<file path="src/rtl/pwm_slice_pkg.sv">
package pwm_slice_pkg;
  typedef enum logic {
    MODE_EDGE  = 1'b0,
    MODE_PHASE = 1'b1
  } pwm_mode_e;

  localparam int unsigned NUM_CH = 2;
endpackage

</file>
<file path="src/rtl/pwm_shadow.sv">
module pwm_shadow
  import pwm_slice_pkg::*;
#(
  parameter int unsigned W   = 16,
  parameter int unsigned NCH = 2
) (
  input  logic                    clk_i,
  input  logic                    rst_ni,
  input  logic                    load_i,
  input  logic [W-1:0]            top_i,
  input  logic [NCH-1:0][W-1:0]   cmp_i,
  input  pwm_mode_e               mode_i,
  output logic [W-1:0]            top_o,
  output logic [NCH-1:0][W-1:0]   cmp_o,
  output pwm_mode_e               mode_o
);

  always_ff @(posedge clk_i or negedge rst_ni) begin
    if (!rst_ni) begin
      top_o  <= '0;
      mode_o <= MODE_EDGE;
    end else if (load_i) begin
      top_o  <= top_i;
      mode_o <= mode_i;
    end
  end

  for (genvar ch = 0; ch < NCH; ch++) begin : g_cmp
    always_ff @(posedge clk_i or negedge rst_ni) begin
      if (!rst_ni)     cmp_o[ch] <= '0;
      else if (load_i) cmp_o[ch] <= cmp_i[ch];
    end
  end

  AST_SHADOW_HOLD: assert property (@(posedge clk_i) disable iff (!rst_ni)
    !load_i |=> ($stable(top_o) && $stable(cmp_o) && $stable(mode_o)));

endmodule

</file>
<file path="src/rtl/pwm_counter.sv">
module pwm_counter
  import pwm_slice_pkg::*;
#(
  parameter int unsigned W = 16
) (
  input  logic         clk_i,
  input  logic         rst_ni,
  input  logic         en_i,
  input  logic         tick_i,
  input  logic [W-1:0] top_i,
  input  pwm_mode_e    mode_i,
  output logic [W-1:0] cnt_o,
  output logic         reload_o,
  output logic         wrap_o
);

  localparam logic [W-1:0] ONE = W'(1);

  logic [W-1:0] cnt_q, cnt_d;
  logic         down_q, down_d;
  logic         step, at_top, at_bot, period_end;

  assign step   = en_i & tick_i;
  assign at_top = (cnt_q == top_i);
  assign at_bot = (cnt_q == '0);

  // edge mode ends a period at top; phase mode ends it on the second tick at 0
  assign period_end = step & ((mode_i == MODE_EDGE) ? at_top : (down_q & at_bot));

  always_comb begin
    cnt_d  = cnt_q;
    down_d = down_q;
    if (step) begin
      if (mode_i == MODE_EDGE) begin
        cnt_d  = at_top ? '0 : cnt_q + ONE;
        down_d = 1'b0;
      end else if (!down_q) begin
        if (at_top) down_d = 1'b1;       // dwell one tick at top
        else        cnt_d  = cnt_q + ONE;
      end else begin
        if (at_bot) down_d = 1'b0;       // dwell one tick at bottom
        else        cnt_d  = cnt_q - ONE;
      end
    end
  end

  always_ff @(posedge clk_i or negedge rst_ni) begin
    if (!rst_ni) begin
      cnt_q  <= '0;
      down_q <= 1'b0;
      wrap_o <= 1'b0;
    end else begin
      cnt_q  <= cnt_d;
      down_q <= down_d;
      wrap_o <= period_end;
    end
  end

  assign cnt_o    = cnt_q;
  // idle at bottom while disabled: safe point to take fresh settings
  assign reload_o = period_end | (~en_i & at_bot & ~down_q);

  AST_CNT_RANGE: assert property (@(posedge clk_i) disable iff (!rst_ni)
    cnt_q <= top_i);

  AST_EDGE_STEP: assert property (@(posedge clk_i) disable iff (!rst_ni)
    (step && mode_i == MODE_EDGE && !at_top) |=> (cnt_q == $past(cnt_q) + ONE));

  AST_PHASE_TURN: assert property (@(posedge clk_i) disable iff (!rst_ni)
    (step && mode_i == MODE_PHASE && !down_q && at_top) |=> (down_q && cnt_q == $past(cnt_q)));

  AST_TICK_HOLD: assert property (@(posedge clk_i) disable iff (!rst_ni)
    !tick_i |=> $stable(cnt_q));

  AST_OFF_HOLD: assert property (@(posedge clk_i) disable iff (!rst_ni)
    !en_i |=> ($stable(cnt_q) && !wrap_o));

  AST_WRAP_AT_ZERO: assert property (@(posedge clk_i) disable iff (!rst_ni)
    wrap_o |-> (cnt_q == '0));

endmodule

</file>
<file path="src/rtl/pwm_channel.sv">
module pwm_channel #(
  parameter int unsigned W = 16
) (
  input  logic         en_i,
  input  logic [W-1:0] cnt_i,
  input  logic [W-1:0] cmp_i,
  output logic         pwm_o
);

  assign pwm_o = en_i & (cmp_i > cnt_i);

endmodule

</file>
<file path="src/rtl/pwm_slice.sv">
module pwm_slice
  import pwm_slice_pkg::*;
#(
  parameter int unsigned CNT_W = 16
) (
  input  logic             clk_i,
  input  logic             rst_ni,
  input  logic             en_i,
  input  logic             phase_mode_i,
  input  logic             tick_i,
  input  logic [CNT_W-1:0] top_i,
  input  logic [CNT_W-1:0] cmp_a_i,
  input  logic [CNT_W-1:0] cmp_b_i,
  output logic             pwm_a_o,
  output logic             pwm_b_o,
  output logic             wrap_o
);

  localparam int unsigned NCH = NUM_CH;

  logic [NCH-1:0][CNT_W-1:0] cmp_req, cmp_act;
  logic [CNT_W-1:0]          top_act, cnt;
  pwm_mode_e                 mode_act;
  logic                      reload;
  logic [NCH-1:0]            pwm_vec;

  assign cmp_req[0] = cmp_a_i;
  assign cmp_req[1] = cmp_b_i;

  pwm_shadow #(.W(CNT_W), .NCH(NCH)) u_shadow (
    .clk_i  (clk_i),
    .rst_ni (rst_ni),
    .load_i (reload),
    .top_i  (top_i),
    .cmp_i  (cmp_req),
    .mode_i (pwm_mode_e'(phase_mode_i)),
    .top_o  (top_act),
    .cmp_o  (cmp_act),
    .mode_o (mode_act)
  );

  pwm_counter #(.W(CNT_W)) u_counter (
    .clk_i    (clk_i),
    .rst_ni   (rst_ni),
    .en_i     (en_i),
    .tick_i   (tick_i),
    .top_i    (top_act),
    .mode_i   (mode_act),
    .cnt_o    (cnt),
    .reload_o (reload),
    .wrap_o   (wrap_o)
  );

  for (genvar ch = 0; ch < NCH; ch++) begin : g_ch
    pwm_channel #(.W(CNT_W)) u_ch (
      .en_i  (en_i),
      .cnt_i (cnt),
      .cmp_i (cmp_act[ch]),
      .pwm_o (pwm_vec[ch])
    );
  end

  assign pwm_a_o = pwm_vec[0];
  assign pwm_b_o = pwm_vec[1];

endmodule

</file>
<file path="config.mk">
export PLATFORM = sky130hd
export DESIGN_NAME = pwm_slice
export DESIGN_NICKNAME = d
export VERILOG_FILES = /design/src/rtl/pwm_slice_pkg.sv /design/src/rtl/pwm_shadow.sv /design/src/rtl/pwm_counter.sv /design/src/rtl/pwm_channel.sv /design/src/rtl/pwm_slice.sv
export SDC_FILE = /design/constraint.sdc
export NUM_CORES = 1
export LEC_CHECK = 0
export BUFFER_PORTS_ARGS = -buffer_cell sky130_fd_sc_hd__buf_2
export CAP_MARGIN = 10
export CELL_PAD_IN_SITES_DETAIL_PLACEMENT = 0
export CELL_PAD_IN_SITES_GLOBAL_PLACEMENT = 1
export CORE_ASPECT_RATIO = 0.5
export CORE_MARGIN = 4
export CORE_UTILIZATION = 37
export CTS_BUF_LIST = sky130_fd_sc_hd__clkbuf_8 sky130_fd_sc_hd__clkbuf_16
export DETAILED_ROUTE_END_ITERATION = 8
export PLACE_DENSITY = 0.74
export RECOVER_POWER = 25
export SLEW_MARGIN = 20
export SYNTH_ARGS = -nofsm -noshare
export SYNTH_HDL_FRONTEND = slang
export SYNTH_SLANG_ARGS = --single-unit
</file>
<file path="constraint.sdc">
create_clock -name clk_i -period 6.2 [get_ports clk_i]
set_input_delay 0.62 -clock clk_i [delete_from_list [all_inputs] [get_ports clk_i]]
set_output_delay 0.62 -clock clk_i [all_outputs]
set_load 0.02 [all_outputs]
</file>
# [After elaboration in Yosys (flattened, before gate mapping)]
# Index checks and enable logic that the tools add are counted.
# W data, S select, Z words.
[word_totals] ram_bits=0 inputBits=53 wordCells=36 mem_count=0 output_inout_bits=3 latch_bits=0 mem_bits_ro=0 regBits=67
[classes] order_cmp=2 addsub=2 muxes=10 n_reduce_logical=2 n_div=0 multipliers=0 shifts=0 n_bitwise=10 n_eq_ne=3
[ops] operator="$mux W16" n=5
[ops] operator="$gt A16 B16 Y1" n=2
[ops] operator="$add A16 B1 Y16 const B" n=1
[ops] operator="$eq A16 B16 Y1" n=1
[ops] operator="$logic_not A16 Y1" n=1
[ops] operator="$sub A16 B1 Y16 const B" n=1
[ops] operator="$and A1 B1 Y1" n=7
[ops] operator="$mux W1" n=5
[ops] operator="$ne A3 B2 Y1 const B" n=1
[ops] operator="$ne A3 B3 Y1 const B" n=1
[ops] operator="$reduce_and A3 Y1" n=1
[ops] operator="$not A1 Y1" n=2
[ops] operator="$or A1 B1 Y1" n=1

# [Longest topological paths before layout]
[logic_depth] word_depth=5 mapped_depth=9

# [Modules after synthesis]
# A second synthesis with hierarchy kept.
[unflattened] cells_unflattened=415 area_unflattened_um2=4370.4
[modules_own_cells] module="pwm_shadow" area_per_inst_um2=1864.3 seq_area_each_um2=1226.2 instances=1 cells_each=103
[modules_own_cells] module="pwm_counter" area_per_inst_um2=1707.9 seq_area_each_um2=450.4 instances=1 cells_each=200
[modules_own_cells] module="pwm_channel" area_per_inst_um2=399.1 seq_area_each_um2=0.0 instances=2 cells_each=56

# [Worst setup path after synthesis]
# No wires, ideal clock.
[synth_timing] path_type="reg2out" from="reg u_counter.cnt_q[1] (netlist: u_counter.cnt_o[1])" to="out pwm_a_o" path_buffers=0 t_required_ns=5.580 arrival_ns=1.938 slack_ns=3.642 stages_incl_launch_ff=9 cell_sequence="dfrtp_1 inv_1 ha_1 nor2b_1 o21a_1 o21ai_0 a21oi_1 o31a_1 o311a_1"
[synth_between] elab_chain_cells=2
[synth_lines] element="start: declaration" line_no="pwm_counter.sv:19" source="logic [W-1:0] cnt_q, cnt_d;"
[synth_lines] element="start signal: assignment" line_no="pwm_counter.sv:53" source="cnt_q <= cnt_d;"
[synth_lines] element="$gt A16 B16 Y1" line_no="pwm_channel.sv:10" source="assign pwm_o = en_i & (cmp_i > cnt_i);"
[synth_lines] element="$and A1 B1 Y1" line_no="pwm_channel.sv:10"
[synth_lines] element="end: declaration" line_no="pwm_slice.sv:14" source="output logic pwm_a_o,"
# No other way between the ends.

==> results.yml <==
grt:
  grt_use_total_pct: 15.7
  globalRoute.totalOverflow: 0
  grt_max_degree: 68
  antenna_found_initial: 0
  number_of_global_route_vias_before_repair: 2862
  global_route_wire_length_before_repair_um: 15100
synth:
  count_of_flip_flops_with_a_built_in_enable_after_synthesis: 0
  post_synth_num_cell_types: 50
  synth-seq-cells: 67
  synth.avg_cell_area_um2: 10.7
  netlist_instances: 378
  asyncSetResetFlopFracSynth_pct: 100
  yosysSeqAreaShare_pct: 41.4
  yosysWarningCount: 0
  synthesis.area_mm2: 0.00405
  synth_fp_nets: 466
  ys_dominant_reg_cell: "sky130_fd_sc_hd__dfrtp_1"
setup_path:
  timing.critical_path.fanout_max: 67
  endpoint_kind: "async pin"
  crit_arrival_ns: 3.25
  cp_num_buf_inv: 2
  r2r_cells: 7
  critical_path_cell_by_cell: "buf_2, clkbuf_1"
  worst_ep_required_time_ns: 5.82
  crit_path_top_delay_cell: "sky130_fd_sc_hd__clkbuf_1"
  r2r_end: "u_shadow.cmp_o[11]$_DFFE_PN0P_"
  reg2reg_from: "u_counter.cnt_o[5]$_DFFE_PN0P_"
  worstSetupPathType: "input pin to async pin"
  setup_slack_of_the_worst_register_to_register_path_ns: 2.98
  critical_path.max_stage_delay_ns: 2.52
  kind_of_cell_adding_the_most_delay_to_the_critical_path: "buffers and inverters"
  critPathLaunchType: "input pin"
floorplanning:
  io_pins: 56
  initial_core_util_pct: 38.8
  die_width_um: 156
  fp.dieArea_mm2: 0.0128
  row_count: 26
  die_h_um: 82.0
  floorplan.core_area_mm2: 0.0104
place:
  placement.io_buffers: 55
  detailed_place.area_mm2: 0.00443
  hpwlAfterDp_um: 7230
  globalplace.congestion: 0.866
clocking:
  tritoncts: "yes"
  clk_root_buf: "sky130_fd_sc_hd__clkbuf_16"
  worst_skew_pair.late_latency_ns: 0.34
  cts.clk_slew.worst_paths_ns: 0.06
  clkSinkCount: 67
  clock_tree.htree_level_count: 3
  cts-hold-fix-buffers: 0
  cts.repair.resized: 0
  inserted_clock_buffers: 9
  cts_setup_buffers: 0
  cts_max_path_buffers: 2
run_status:
  run_status: "finished, violations left"
  violations_in_the_final_reports: "max-capacitance violations, max-slew violations"
hold_path:
  worstHoldEndpoint: "u_shadow.cmp_o[30]$_DFFE_PN0P_"
  timing.hold.worst_path_depth: 2
  start_point_of_the_worst_hold_path: "cmp_b_i[14]"
  hold_path.class: "input pin to flop"
pwr:
  cell_area_power_density_mw_per_mm2: 267
  ir_worst_vdd_mv: 0.127
  power.leakage_nw: 2.25
  power.total_w: 0.00126
route:
  detail_route.wirelength.met1_um: 5070
  post-route-drc-count: 0
  top_signal_layer_used: "met4"
  drt_initial_violations: 118
  routed_wire_length_on_met3_um: 554
  vias: 3005
  dr.pass1.iters: 4
  met2_length_um: 3750
  drtAntennaViolNets: 0
  route.detailed.wl_per_inst_um: 16.6
  via_density: 5.23
  wl_um: 9530
final_layout:
  flow.area_growth_from_synthesis_pct: 16.8
  drive_above_1_share_pct: 26.9
  fin_nets: 518
  antennaDiodeCount: 0
  stdcell_area_mm2: 0.00473
  post_layout_util_pct: 45.3
timing:
  timing.final.hold_violations: 0
  rsz0062_at_grt: "no"
  max_clock_freq_mhz: 275
  timing.final.max_slew_violations: 68
  finalCriticalPeriod_ns: 3.63
  timing_worst_slew_pin_value_ns: 3.59
  post_route_skew_ns: 0.00436
  fin_setup_tns_ns: 0
  setup_viol: 0
  period_share_pct: 58.6
  maxSlewHeadroom_pct: -140
  hold-worst-slack_ns: 0.494
flow_run:
  max_cap_violations: 1
-- synth_stat cells, types with 3 or more instances --
library cell / n / area, um2
sky130_fd_sc_hd__mux2_2: 40 / 450
sky130_fd_sc_hd__and4_1: 4 / 35.0
sky130_fd_sc_hd__o21a_1: 4 / 30.0
sky130_fd_sc_hd__inv_1: 21 / 78.8
sky130_fd_sc_hd__o21ai_0: 17 / 85.1
sky130_fd_sc_hd__and3_1: 4 / 25.0
sky130_fd_sc_hd__mux2_1: 10 / 113
sky130_fd_sc_hd__nor3_1: 8 / 40.0
sky130_fd_sc_hd__a311oi_1: 4 / 35.0
sky130_fd_sc_hd__ha_1: 35 / 438
sky130_fd_sc_hd__and2_1: 5 / 31.3
sky130_fd_sc_hd__xor2_1: 16 / 140
sky130_fd_sc_hd__clkbuf_1: 8 / 30.0
sky130_fd_sc_hd__nand3_1: 7 / 35.0
sky130_fd_sc_hd__nor2_1: 14 / 52.6
sky130_fd_sc_hd__buf_4: 3 / 22.5
sky130_fd_sc_hd__or3_1: 10 / 62.6
sky130_fd_sc_hd__nand2b_1: 4 / 25.0
sky130_fd_sc_hd__a21oi_1: 24 / 120
sky130_fd_sc_hd__a211oi_1: 4 / 30.0
sky130_fd_sc_hd__nor4_1: 9 / 56.3
sky130_fd_sc_hd__nand2_1: 11 / 41.3
sky130_fd_sc_hd__dfrtp_1: 67 / 1680
sky130_fd_sc_hd__nand4_1: 8 / 50.1
sky130_fd_sc_hd__nor2b_1: 7 / 43.8
sky130_fd_sc_hd__a31oi_1: 4 / 25.0
sky130_fd_sc_hd__a21o_1: 4 / 30.0
-- cells by family (layout without fill, tap and decap cells) --
group,Yosys count,count (layout),share of synthesized area (%)
buffers and inverters,37,94,4.26
muxes,51,51,14.1
xor gates and xnor gates,17,17,3.68
AOI/OAI and AO/OA,77,77,12.2
DFF,67,67,41.4
and+or+nand+nor,94,94,13.5
adders and majority gates,35,35,10.8
-- per-stage QoR --
step | instances | setup WS [ns]
after global placement | 559 | 3.02
after detailed placement | 559 | 2.96
after CTS | 575 | 2.95
final | 575 | 2.57
after floorplan | 378 | 3.64
after global routing | 575 | 1.67
-- registers in the layout, indices dropped and copies added (netlist names) --
name	flops
u_shadow.cmp_o	32
u_counter.cnt_o	16
u_shadow.top_o	16
u_counter.down_q	1
u_counter.wrap_o	1
u_shadow.mode_o	1
-- worst max path at each step --
stage                               startpoint                               to  depth (start not counted)
2_1_floorplan   u_counter.cnt_o[1]$_DFFE_PN0P_                          pwm_a_o                          8
3_3_place_gp   u_counter.cnt_o[14]$_DFFE_PN0P_   u_shadow.cmp_o[24]$_DFFE_PN0P_                          7
3_5_place_dp    u_counter.cnt_o[3]$_DFFE_PN0P_   u_shadow.cmp_o[11]$_DFFE_PN0P_                          7
4_1_cts         u_counter.cnt_o[3]$_DFFE_PN0P_   u_shadow.cmp_o[11]$_DFFE_PN0P_                          7
5_1_grt                                 rst_ni   u_shadow.cmp_o[27]$_DFFE_PN0P_                          2
6_report                                rst_ni  u_counter.cnt_o[12]$_DFFE_PN0P_                          2
-- placed cells by master (no fill, tap or decap), types with 2 or more instances in the layout --
cell,instances
sky130_fd_sc_hd__a21oi_1,24
sky130_fd_sc_hd__nand3_1,7
sky130_fd_sc_hd__o21ai_0,16
sky130_fd_sc_hd__nor2_1,14
sky130_fd_sc_hd__xor2_1,16
sky130_fd_sc_hd__nand2b_1,4
sky130_fd_sc_hd__nor4_1,9
sky130_fd_sc_hd__a311oi_1,4
sky130_fd_sc_hd__inv_1,21
sky130_fd_sc_hd__nand4_1,8
sky130_fd_sc_hd__o31ai_1,2
sky130_fd_sc_hd__clkinv_2,2
sky130_fd_sc_hd__or3_1,10
sky130_fd_sc_hd__nor2b_1,7
sky130_fd_sc_hd__o21a_1,4
sky130_fd_sc_hd__clkbuf_16,9
sky130_fd_sc_hd__and3_1,4
sky130_fd_sc_hd__a21o_1,4
sky130_fd_sc_hd__and2_1,5
sky130_fd_sc_hd__mux2_2,40
sky130_fd_sc_hd__clkinvlp_4,2
sky130_fd_sc_hd__mux2_1,10
sky130_fd_sc_hd__dfrtp_1,67
sky130_fd_sc_hd__a211oi_1,4
sky130_fd_sc_hd__nor3_1,8
sky130_fd_sc_hd__nand2_1,11
sky130_fd_sc_hd__and4_1,4
sky130_fd_sc_hd__a41oi_1,2
sky130_fd_sc_hd__a31oi_1,4
sky130_fd_sc_hd__buf_2,55
sky130_fd_sc_hd__ha_1,35
-- layer usage --
layer,up-vias,GRT usage (%)
met5,-,0
met4,0,5.41
met3,12,4.89
met2,75,20.9
met1,1417,23.5
li1,1501,-
-- area by class of cell --
| class | count | area, um2 |
|---|---|---|
| clock buffer | 10 | 239 |
| clock inverter | 6 | 63.8 |
| fill | 983 | 5710 |
| inverter | 21 | 78.8 |
| multi-input combinational | 274 | 2210 |
| sequential | 67 | 1680 |
| tap | 140 | 175 |
| timing repair buffer | 57 | 287 |
-- power breakdown --
group	leakage (nW)	internal, W	switching, W
Sequential	0.889	0.000466	0.0000471
Combinational	1.22	0.000104	0.000132
Clock	0.145	0.000322	0.000190
Total	2.25	0.000892	0.000369
Note: power is estimated with default switching activity, not from simulation.
